**src/rtl/pdd_pkg.sv**
```systemverilog
package pdd_pkg;
  localparam int unsigned DROP_W = 4;
  localparam logic [DROP_W-1:0] DROP_HW_DEFAULT = 4'd4;

  typedef struct packed {
    logic              arm;
    logic [DROP_W-1:0] drop;
  } pdd_cfg_t;
endpackage

```
**src/rtl/pdd_cfg_regs.sv**
```systemverilog
module pdd_cfg_regs
  import pdd_pkg::*;
(
  input  logic              clk,
  input  logic              rst,
  input  logic              sw_rst,
  input  logic              wr,
  input  pdd_cfg_t          wr_data,
  output logic              arm_pending,
  output logic              arm_active,
  output logic [DROP_W-1:0] drop
);
  pdd_cfg_t cfg_q;
  logic     active_q;

  always_ff @(posedge clk) begin
    if (rst) begin
      cfg_q.arm  <= 1'b0;
      cfg_q.drop <= DROP_HW_DEFAULT;
      active_q   <= 1'b0;
    end else begin
      if (sw_rst) active_q <= cfg_q.arm;
      if (wr)     cfg_q    <= wr_data;
    end
  end

  assign arm_pending = cfg_q.arm;
  assign arm_active  = active_q;
  assign drop        = cfg_q.drop;

  // the arm bit in force moves only at a software reset
  p_active_hold_r2: assert property (@(posedge clk) disable iff (rst)
    !sw_rst |=> arm_active == $past(arm_active));
  // a software reset promotes the stored request
  p_active_load_r2: assert property (@(posedge clk) disable iff (rst)
    sw_rst |=> arm_active == $past(arm_pending));
  // a software reset without a write keeps the configuration
  p_cfg_kept_r3: assert property (@(posedge clk) disable iff (rst)
    (sw_rst && !wr) |=> $stable(drop) && $stable(arm_pending));
endmodule

```
**src/rtl/pdd_holdoff_timer.sv**
```systemverilog
module pdd_holdoff_timer #(
  parameter int unsigned TICKS_PER_UNIT = 5000,
  parameter int unsigned DW             = 4
) (
  input  logic          clk,
  input  logic          clr,
  input  logic          run,
  input  logic          tick,
  input  logic [DW-1:0] drop,
  output logic          expire
);
  localparam int unsigned PW = (TICKS_PER_UNIT > 1) ? $clog2(TICKS_PER_UNIT) : 1;
  localparam logic [PW-1:0] PRE_LAST = PW'(TICKS_PER_UNIT - 1);

  logic [PW-1:0] pre_q;
  logic [DW-1:0] unit_q;
  logic          unit_wrap;
  logic          last_unit;

  assign unit_wrap = tick && (pre_q == PRE_LAST);
  // tolerate drop being lowered below the units already counted
  assign last_unit = ({1'b0, unit_q} + 1'b1) >= {1'b0, drop};
  assign expire    = run && ((drop == '0) || (unit_wrap && last_unit));

  always_ff @(posedge clk) begin
    if (clr || !run || expire) begin
      pre_q  <= '0;
      unit_q <= '0;
    end else if (tick) begin
      if (unit_wrap) begin
        pre_q  <= '0;
        unit_q <= unit_q + 1'b1;
      end else begin
        pre_q <= pre_q + 1'b1;
      end
    end
  end

  // the prescaler never passes its last value
  p_pre_bound_r6: assert property (@(posedge clk) disable iff (clr)
    pre_q <= PRE_LAST);
  // no progress while the time base is quiet
  p_no_tick_hold_r6: assert property (@(posedge clk) disable iff (clr)
    (run && !tick && !expire) |=> run |-> ($stable(pre_q) && $stable(unit_q)));
endmodule

```
**src/rtl/pdd_status_ctrl.sv**
```systemverilog
module pdd_status_ctrl (
  input  logic clk,
  input  logic rst,
  input  logic sw_rst,
  input  logic arm,
  input  logic det,
  input  logic expire,
  input  logic rd,
  output logic run,
  output logic status,
  output logic changed
);
  logic status_q, changed_q, status_nxt;

  assign run = arm && !det && status_q;

  always_comb begin
    status_nxt = status_q;
    if (!arm)        status_nxt = 1'b0;
    else if (det)    status_nxt = 1'b1;
    else if (expire) status_nxt = 1'b0;
  end

  always_ff @(posedge clk) begin
    if (rst || sw_rst) begin
      status_q  <= 1'b0;
      changed_q <= 1'b0;
    end else begin
      status_q <= status_nxt;
      if (status_nxt != status_q) changed_q <= 1'b1;
      else if (rd)                changed_q <= 1'b0;
    end
  end

  assign status  = status_q;
  assign changed = changed_q;

  // disarmed means no power request
  p_disarmed_low_r5: assert property (@(posedge clk) disable iff (rst)
    !arm |-> !status);
  // detection while armed raises status
  p_rise_on_det_r4: assert property (@(posedge clk) disable iff (rst)
    (arm && det && !sw_rst) |=> status);
  // software reset clears status and flag
  p_swrst_clear_r3: assert property (@(posedge clk) disable iff (rst)
    sw_rst |=> (!status && !changed));
  // a status change not caused by reset leaves the flag set
  p_flag_on_change_r9: assert property (@(posedge clk) disable iff (rst)
    (!sw_rst && (status_nxt != status)) |=> changed);
  // detection present keeps status high
  p_hold_while_det_r8: assert property (@(posedge clk) disable iff (rst)
    (status && arm && det && !sw_rst) |=> status);
endmodule

```
**src/rtl/pd_detect_status.sv**
```systemverilog
module pd_detect_status
  import pdd_pkg::*;
#(
  parameter int unsigned TICKS_PER_UNIT = 5000
) (
  input  logic              clk,
  input  logic              rst,
  input  logic              sw_rst,
  input  logic              tick,
  input  logic              partner_det,
  input  logic              cfg_wr,
  input  logic              cfg_wr_enable,
  input  logic [DROP_W-1:0] cfg_wr_drop,
  input  logic              stat_rd,
  output logic              en_pending,
  output logic              en_active,
  output logic [DROP_W-1:0] drop_delay,
  output logic              pd_status,
  output logic              pd_changed
);
  pdd_cfg_t wr_data;
  logic     run, expire;

  assign wr_data.arm  = cfg_wr_enable;
  assign wr_data.drop = cfg_wr_drop;

  pdd_cfg_regs u_cfg (
    .clk         (clk),
    .rst         (rst),
    .sw_rst      (sw_rst),
    .wr          (cfg_wr),
    .wr_data     (wr_data),
    .arm_pending (en_pending),
    .arm_active  (en_active),
    .drop        (drop_delay)
  );

  pdd_holdoff_timer #(
    .TICKS_PER_UNIT (TICKS_PER_UNIT),
    .DW             (DROP_W)
  ) u_timer (
    .clk    (clk),
    .clr    (rst || sw_rst),
    .run    (run),
    .tick   (tick),
    .drop   (drop_delay),
    .expire (expire)
  );

  pdd_status_ctrl u_stat (
    .clk     (clk),
    .rst     (rst),
    .sw_rst  (sw_rst),
    .arm     (en_active),
    .det     (partner_det),
    .expire  (expire),
    .rd      (stat_rd),
    .run     (run),
    .status  (pd_status),
    .changed (pd_changed)
  );

  // zero delay drops status on the first missing sample
  p_zero_drop_r7: assert property (@(posedge clk) disable iff (rst)
    (en_active && pd_status && !partner_det && drop_delay == '0 && !sw_rst) |=> !pd_status);
endmodule

```
**config.mk**
```make
export PLATFORM = sky130hd
export DESIGN_NAME = pd_detect_status
export DESIGN_NICKNAME = d
export VERILOG_FILES = /design/src/rtl/pdd_pkg.sv /design/src/rtl/pdd_cfg_regs.sv /design/src/rtl/pdd_holdoff_timer.sv /design/src/rtl/pdd_status_ctrl.sv /design/src/rtl/pd_detect_status.sv
export SDC_FILE = /design/constraint.sdc
export NUM_CORES = 1
export LEC_CHECK = 0
export BUFFER_PORTS_ARGS = -buffer_cell sky130_fd_sc_hd__buf_2
export CAP_MARGIN = 20
export CORE_AREA = 2 2 64 66
export DETAILED_ROUTE_END_ITERATION = 16
export DIE_AREA = 0 0 66 68
export PLACE_DENSITY = 0.51
export SLEW_MARGIN = 20
export SYNTH_ARGS = -nofsm -noshare
export SYNTH_HDL_FRONTEND = slang
export SYNTH_HIERARCHICAL = 1
export SYNTH_SLANG_ARGS = --single-unit
```
**constraint.sdc**
```tcl
create_clock -name clk -period 6.69 [get_ports clk]
set_clock_uncertainty 0.15 [all_clocks]
set_input_delay 1.0035 -clock clk [delete_from_list [all_inputs] [get_ports clk]]
set_output_delay 1.0035 -clock clk [all_outputs]
set_load 0.01 [all_outputs]
```
# ---- After elaboration in Yosys (flattened, before gate mapping)
# Index checks and enable logic that the tools add are counted.
dict set report totals {
  reg_bits 25
  latch_bits 0
  ram_bits 0
  mem_bits_ro 0
  in_bits 12
  output_inout_bits 8
  wordCells 33
  memories 0
}
dict set report op_classes {
  addsub 3
  mul 0
  div 0
  magnitude_cmp 1
  eq_ne 2
  shifts 0
  mux 6
  bitwise 0
  n_reduce_logical 14
}
# operator n
set ops {}
lappend ops {{$add 13x1->13 const B} 1}
lappend ops {{$eq 13x13->1 const B} 1}
lappend ops {{$mux 13} 1}
lappend ops {{$add 4x1->5 const B} 1}
lappend ops {{$ge 5x4->1} 1}
lappend ops {{$logic_and 1x1->1} 5}
lappend ops {{$mux 1} 5}
lappend ops {{$add 4x1->4 const B} 1}
lappend ops {{$logic_not 4->1} 1}
lappend ops {{$logic_or 1x1->1} 4}
lappend ops {{$logic_not 1->1} 2}
lappend ops {{$reduce_and 2->1} 1}
lappend ops {{$reduce_bool 2->1} 1}
lappend ops {{$ne 1x1->1} 1}

# ---- Depth between registers and ports, before layout
dict set report depth {
  ltp_word 10
  ltp_mapped 10
  depth_no_buf 10
}

# ---- Hierarchy
# Netlist, hierarchy kept.
# mod n_inst cells_each area_each_um2 seq_area_each_um2
set modules_own_cells {}
lappend modules_own_cells {pdd_holdoff_timer 1 109 958.4 340.3}
lappend modules_own_cells {pdd_cfg_regs 1 19 217.7 120.1}
lappend modules_own_cells {pdd_status_ctrl 1 13 100.1 40.0}
lappend modules_own_cells {pd_detect_status 1 1 6.3 0.0}

# ---- Least setup slack after synthesis
# OpenSTA, ideal clock, no wires.
dict set report synth_path {
  path_kind {input -> register}
  start {input port tick}
  end {register u_stat.changed_q (netlist: u_stat/changed)}
  setup_ns 0.091
  arrival_time_ns 2.009
  t_required_ns 6.449
  slack_ns 4.440
  path_stages 7
  path_buffers 0
  path_cell_list {and2_2 -> nand4_2 -> nor2b_1 -> o21a_1 -> nor2b_1 -> o21ai_1 -> a311oi_1}
}
dict set report synth_via {
  elab_chain_cells 9
  elab_cells_between_ends 10
  cone_classes {eq/ne: 1; mux: 4; reduce/logical: 5}
}
# element line
set synth_rtl {}
lappend synth_rtl {{from (decl)} pd_detect_status.sv:9} ;# input logic tick,
lappend synth_rtl {{$logic_and 1x1->1 (*)} pdd_holdoff_timer.sv:20} ;# assign unit_wrap = tick && (pre_q == PRE_LAST);
lappend synth_rtl {{$logic_and 1x1->1 (*)} pdd_holdoff_timer.sv:23} ;# assign expire = run && ((drop == '0) || (unit_wrap && last_unit));
lappend synth_rtl {{$logic_or 1x1->1 (*)} pdd_holdoff_timer.sv:23}
lappend synth_rtl {{$logic_and 1x1->1 (*)} pdd_holdoff_timer.sv:23}
lappend synth_rtl {{named net expire} pd_detect_status.sv:22} ;# logic run, expire;
lappend synth_rtl {{$mux 1 (*)} pdd_status_ctrl.sv:21} ;# else if (expire) status_nxt = 1'b0;
lappend synth_rtl {{$mux 1 (*)} pdd_status_ctrl.sv:20} ;# else if (det) status_nxt = 1'b1;
lappend synth_rtl {{$mux 1 (*)} pdd_status_ctrl.sv:19} ;# if (!arm) status_nxt = 1'b0;
lappend synth_rtl {{$ne 1x1->1 (*)} pdd_status_ctrl.sv:30} ;# if (status_nxt != status_q) changed_q <= 1'b1;
lappend synth_rtl {{$mux 1 / $reduce_bool 2->1 (equally long branches)} --}
lappend synth_rtl {{to (signal assigned)} pdd_status_ctrl.sv:27} ;# changed_q <= 1'b0;
lappend synth_rtl {{to (signal assigned)} pdd_status_ctrl.sv:30}
lappend synth_rtl {{to (signal assigned)} pdd_status_ctrl.sv:31} ;# else if (rd) changed_q <= 1'b0;
lappend synth_rtl {{to (decl)} pdd_status_ctrl.sv:13} ;# logic status_q, changed_q, status_nxt;
# The timed path passes the listed nets; every way through them passes the cells marked *.
# A chain may end at the register's enable or synchronous reset.

# ---- Final worst setup path
dict set report layout_path {
  start {register u_timer.pre_q[0]}
  end {register u_stat.changed_q (netlist: u_stat/changed)}
}
dict set report layout_via {
  elab_chain_cells 10
  elab_cells_between_ends 11
  cone_classes {eq/ne: 2; mux: 4; reduce/logical: 5}
}
# element line
set layout_rtl {}
lappend layout_rtl {{from (decl)} pdd_holdoff_timer.sv:15} ;# logic [PW-1:0] pre_q;
lappend layout_rtl {{from (signal assigned)} pdd_holdoff_timer.sv:34} ;# pre_q <= pre_q + 1'b1;
lappend layout_rtl {{$eq 13x13->1 (*)} pdd_holdoff_timer.sv:20}
lappend layout_rtl {{$logic_and 1x1->1 (*)} pdd_holdoff_timer.sv:20}
lappend layout_rtl {{$logic_and 1x1->1 (*)} pdd_holdoff_timer.sv:23}
lappend layout_rtl {{$logic_or 1x1->1 (*)} pdd_holdoff_timer.sv:23}
lappend layout_rtl {{$logic_and 1x1->1 (*)} pdd_holdoff_timer.sv:23}
lappend layout_rtl {{named net expire} pd_detect_status.sv:22}
lappend layout_rtl {{$mux 1 (*)} pdd_status_ctrl.sv:21}
lappend layout_rtl {{$mux 1 (*)} pdd_status_ctrl.sv:20}
lappend layout_rtl {{$mux 1 (*)} pdd_status_ctrl.sv:19}
lappend layout_rtl {{$ne 1x1->1 (*)} pdd_status_ctrl.sv:30}
lappend layout_rtl {{$mux 1 / $reduce_bool 2->1 (equally long branches)} --}
# Marks and branches as above.

==> results.sh <==
export IMPL_grt_max_degree=14
export IMPL_wl_per_cell_um=11.1
export IMPL_antenna_cells=0
export IMPL_syn_to_final_growth_pct=14.1
export IMPL_drt_total_wl_um=2360
export IMPL_status="finished clean"
export IMPL_cts_max_path_buffers=2
export IMPL_powerDensity_nw_per_um2=174
export IMPL_antenna_found_initial=0
export IMPL_ys_types=39
export IMPL_hold_viol=0
export IMPL_cts_setup_buffers=0
export IMPL_yosysTopAreaCellShare_pct=39.0
export IMPL_ys_ff_latch=25
export IMPL_final_util_pct=38.0
export IMPL_worst_slew_pin_slew_ns=0.367
export IMPL_grt_pass1_wl_um=4040
export IMPL_end_kind="flip-flop"
export IMPL_tritoncts="built"
export IMPL_worstHoldPathType="flip-flop to flip-flop"
export IMPL_cts_sinks=25
export IMPL_drt_iter0_drc=12
export IMPL_setup_violations=0
export IMPL_core_area_um2=3860
export IMPL_slew_headroom_pct=75.5
export IMPL_cts_clk_slew_worst_paths_ns=0.08
export IMPL_drive_above_1_share_pct=20.4
export IMPL_grt_pass1_vias=976
export IMPL_vias=988
export IMPL_p_leak_nw=0.550
export IMPL_gp_congestion=0.752
export IMPL_critical_path_startpoint_type="flip-flop"
export IMPL_finalMaxSlewViolations=0
export IMPL_internal_power_uw=201
export IMPL_fin_crit_sh_pct=36.4
export IMPL_avgSynthCellArea_um2=9.03
export IMPL_ys_seq_area_share_pct=39.0
export IMPL_yosys_top_cells_area="dfxtp_1 39%, nor2_1 6.7%, xor2_1 6.1%, ha_1 5.9%, mux2i_1 4.7%"
export IMPL_synth_edff_count=0
export IMPL_nNetsFinal=181
export IMPL_die_x_um=66
export IMPL_via_per_inst=4.66
export IMPL_fmax_mhz=411
export IMPL_clock_latency_ns=0.27
export IMPL_grt_ovfl_total=0
export IMPL_async_flop_share_pct=0
export IMPL_io_buffers=19
export IMPL_h_tree_depth=1
export IMPL_io_pins=20
export IMPL_min_period_ns=2.44
export IMPL_start_util_pct=33.3
export IMPL_place_hpwl_um=1840
export IMPL_critPathKind="flip-flop to flip-flop"
export IMPL_combinationalPowerShare_pct=6.1
export IMPL_maxCapViolCount=0
export IMPL_worstPathRequired_ns=6.72
export IMPL_switching_share_pct=21.3
export IMPL_rsz0062_at_grt="no"
export IMPL_synth_nets=160
export IMPL_die_h_um=68
export IMPL_final_antenna_net_count=0
export IMPL_dieArea_um2=4490
export IMPL_seq_power_share_pct=59.9
export IMPL_clkPwrFrac_pct=34.1
export IMPL_ir_drop_mv=0.0650
export IMPL_synth_ff_type="dfxtp_1"
export IMPL_synth_cells=142
export IMPL_drc=0
export IMPL_postCtsHoldBufs=0
export IMPL_cts_root_buf="clkbuf_8"
export IMPL_cts_buffers=3
export IMPL_setup_tns_final_ns=0
export IMPL_cts_resized_gates=0
export IMPL_yosysWarningCount=6
export IMPL_cp_max_fo=8
export IMPL_p_sw_uw=54.4
export IMPL_first_pass_iters=4
export IMPL_track_usage_pct=11.9
export IMPL_rows=23
export IMPL_synth_area_um2=1280
export IMPL_critPathArrivalTime_ns=2.46
export IMPL_synth_largest_area_cell="dfxtp_1"
==> cell type report <==
type,count,area (µm²)
clock buffer,4,45.0
fill,407,2390
inverter,6,22.5
multi-input combinational,108,738
sequential,25,500
tap,50,62.6
timing repair buffer,19,95.1
==> critical path, cell delays in order, from the launching register on <==
cell and delay (ns):
dfxtp_1 0.49, ha_1 0.26, nor4b_2 0.29, nand4_2 0.29, nor2b_1 0.22, o21a_1 0.14
nor2b_1 0.16, o21ai_1 0.07, a311oi_1 0.27
==> path summary, 6_finish.rpt <==
path / cells after the start / to / slack, ns / from
worst max-delay path: 8 / u_stat/changed$_SDFFE_PP0P_ / 4.25 / u_timer/pre_q[0]$_SDFFE_PP0P_
worst min-delay path: 2 / u_stat/changed$_SDFFE_PP0P_ / 0.35 / u_stat/changed$_SDFFE_PP0P_
worst max register to register: 8 / u_stat/changed$_SDFFE_PP0P_ / 4.25 / u_timer/pre_q[0]$_SDFFE_PP0P_
worst min register to register: 2 / u_stat/changed$_SDFFE_PP0P_ / 0.35 / u_stat/changed$_SDFFE_PP0P_
==> sequential cells by signal, summed over array words and instances (netlist names) <==
signal             cells
u_timer/pre_q         13
u_cfg/arm_active       1
u_stat/status          1
u_timer/unit_q         4
u_stat/changed         1
u_cfg/drop             4
u_cfg/arm_pending      1
==> power by group through the flow <==
| stage | combinational [mW] | clock, mW | sequential, mW |
|---|---|---|---|
| after global routing | 0.0172 | 0.0979 | 0.153 |
| final | 0.0155 | 0.0870 | 0.153 |
| after detailed placement | 0.0154 | 0 | 0.157 |
| after global placement | 0.0152 | 0 | 0.156 |
| after CTS | 0.0156 | 0.0928 | 0.153 |
| after floorplan | 0.00730 | 0 | 0.157 |
==> cells in the mapped netlist (3+ instances only) <==
cell     instances
ha_1             6
mux2i_1          6
inv_1            6
nand3_1          5
nor2b_1          3
o21ai_0          5
dfxtp_1         25
a21oi_1          4
xor2_1           9
xnor2_1          4
nor2_1          23
nand2_1         10
==> per-stage QoR <==
step / hold WS [ns] / total power, mW / std cells / instance area [µm²] / worst slack (ns)
2_1_floorplan: 0.317 / 0.164 / 142 / 1280 / 4.44
3_3_place_gp: 0.336 / 0.172 / 208 / 1420 / 4.03
3_5_place_dp: 0.353 / 0.172 / 208 / 1420 / 3.99
4_1_cts: 0.367 / 0.261 / 212 / 1460 / 4.23
5_1_grt: 0.400 / 0.269 / 212 / 1460 / 4.09
6_report: 0.352 / 0.255 / 212 / 1460 / 4.25
==> kinds of logic after synthesis <==
| logic type | after synthesis | synth area share, % |
|---|---|---|
| xor+xnor | 13 | 8.88 |
| simple gates | 65 | 29.4 |
| compound gates | 18 | 8.78 |
| flops | 25 | 39.0 |
| fa+ha+maj | 6 | 5.85 |
| mux | 6 | 4.68 |
| buf+inv | 9 | 3.41 |
==> per-layer routing <==
metal / vias to the layer above / share of wire, % / global-route usage [%]
met2: 20 / 47 / 20.6
met3: 4 / 3.7 / 2.47
met1: 437 / 48 / 14.2
met4: 0 / 1.4 / 5.36
met5: - / 0 / 0
li1: 527 / - / -
==> cell usage in the layout (no fill, tap or decap), types with 5 or more instances in the layout <==
| cell type | n |
|---|---|
| nand3_1 | 5 |
| ha_1 | 6 |
| nand2_1 | 10 |
| inv_1 | 6 |
| mux2i_1 | 6 |
| o21ai_0 | 5 |
| xor2_1 | 9 |
| buf_2 | 19 |
| dfxtp_1 | 25 |
| nor2_1 | 23 |
Power figures use the tool's default switching activity.
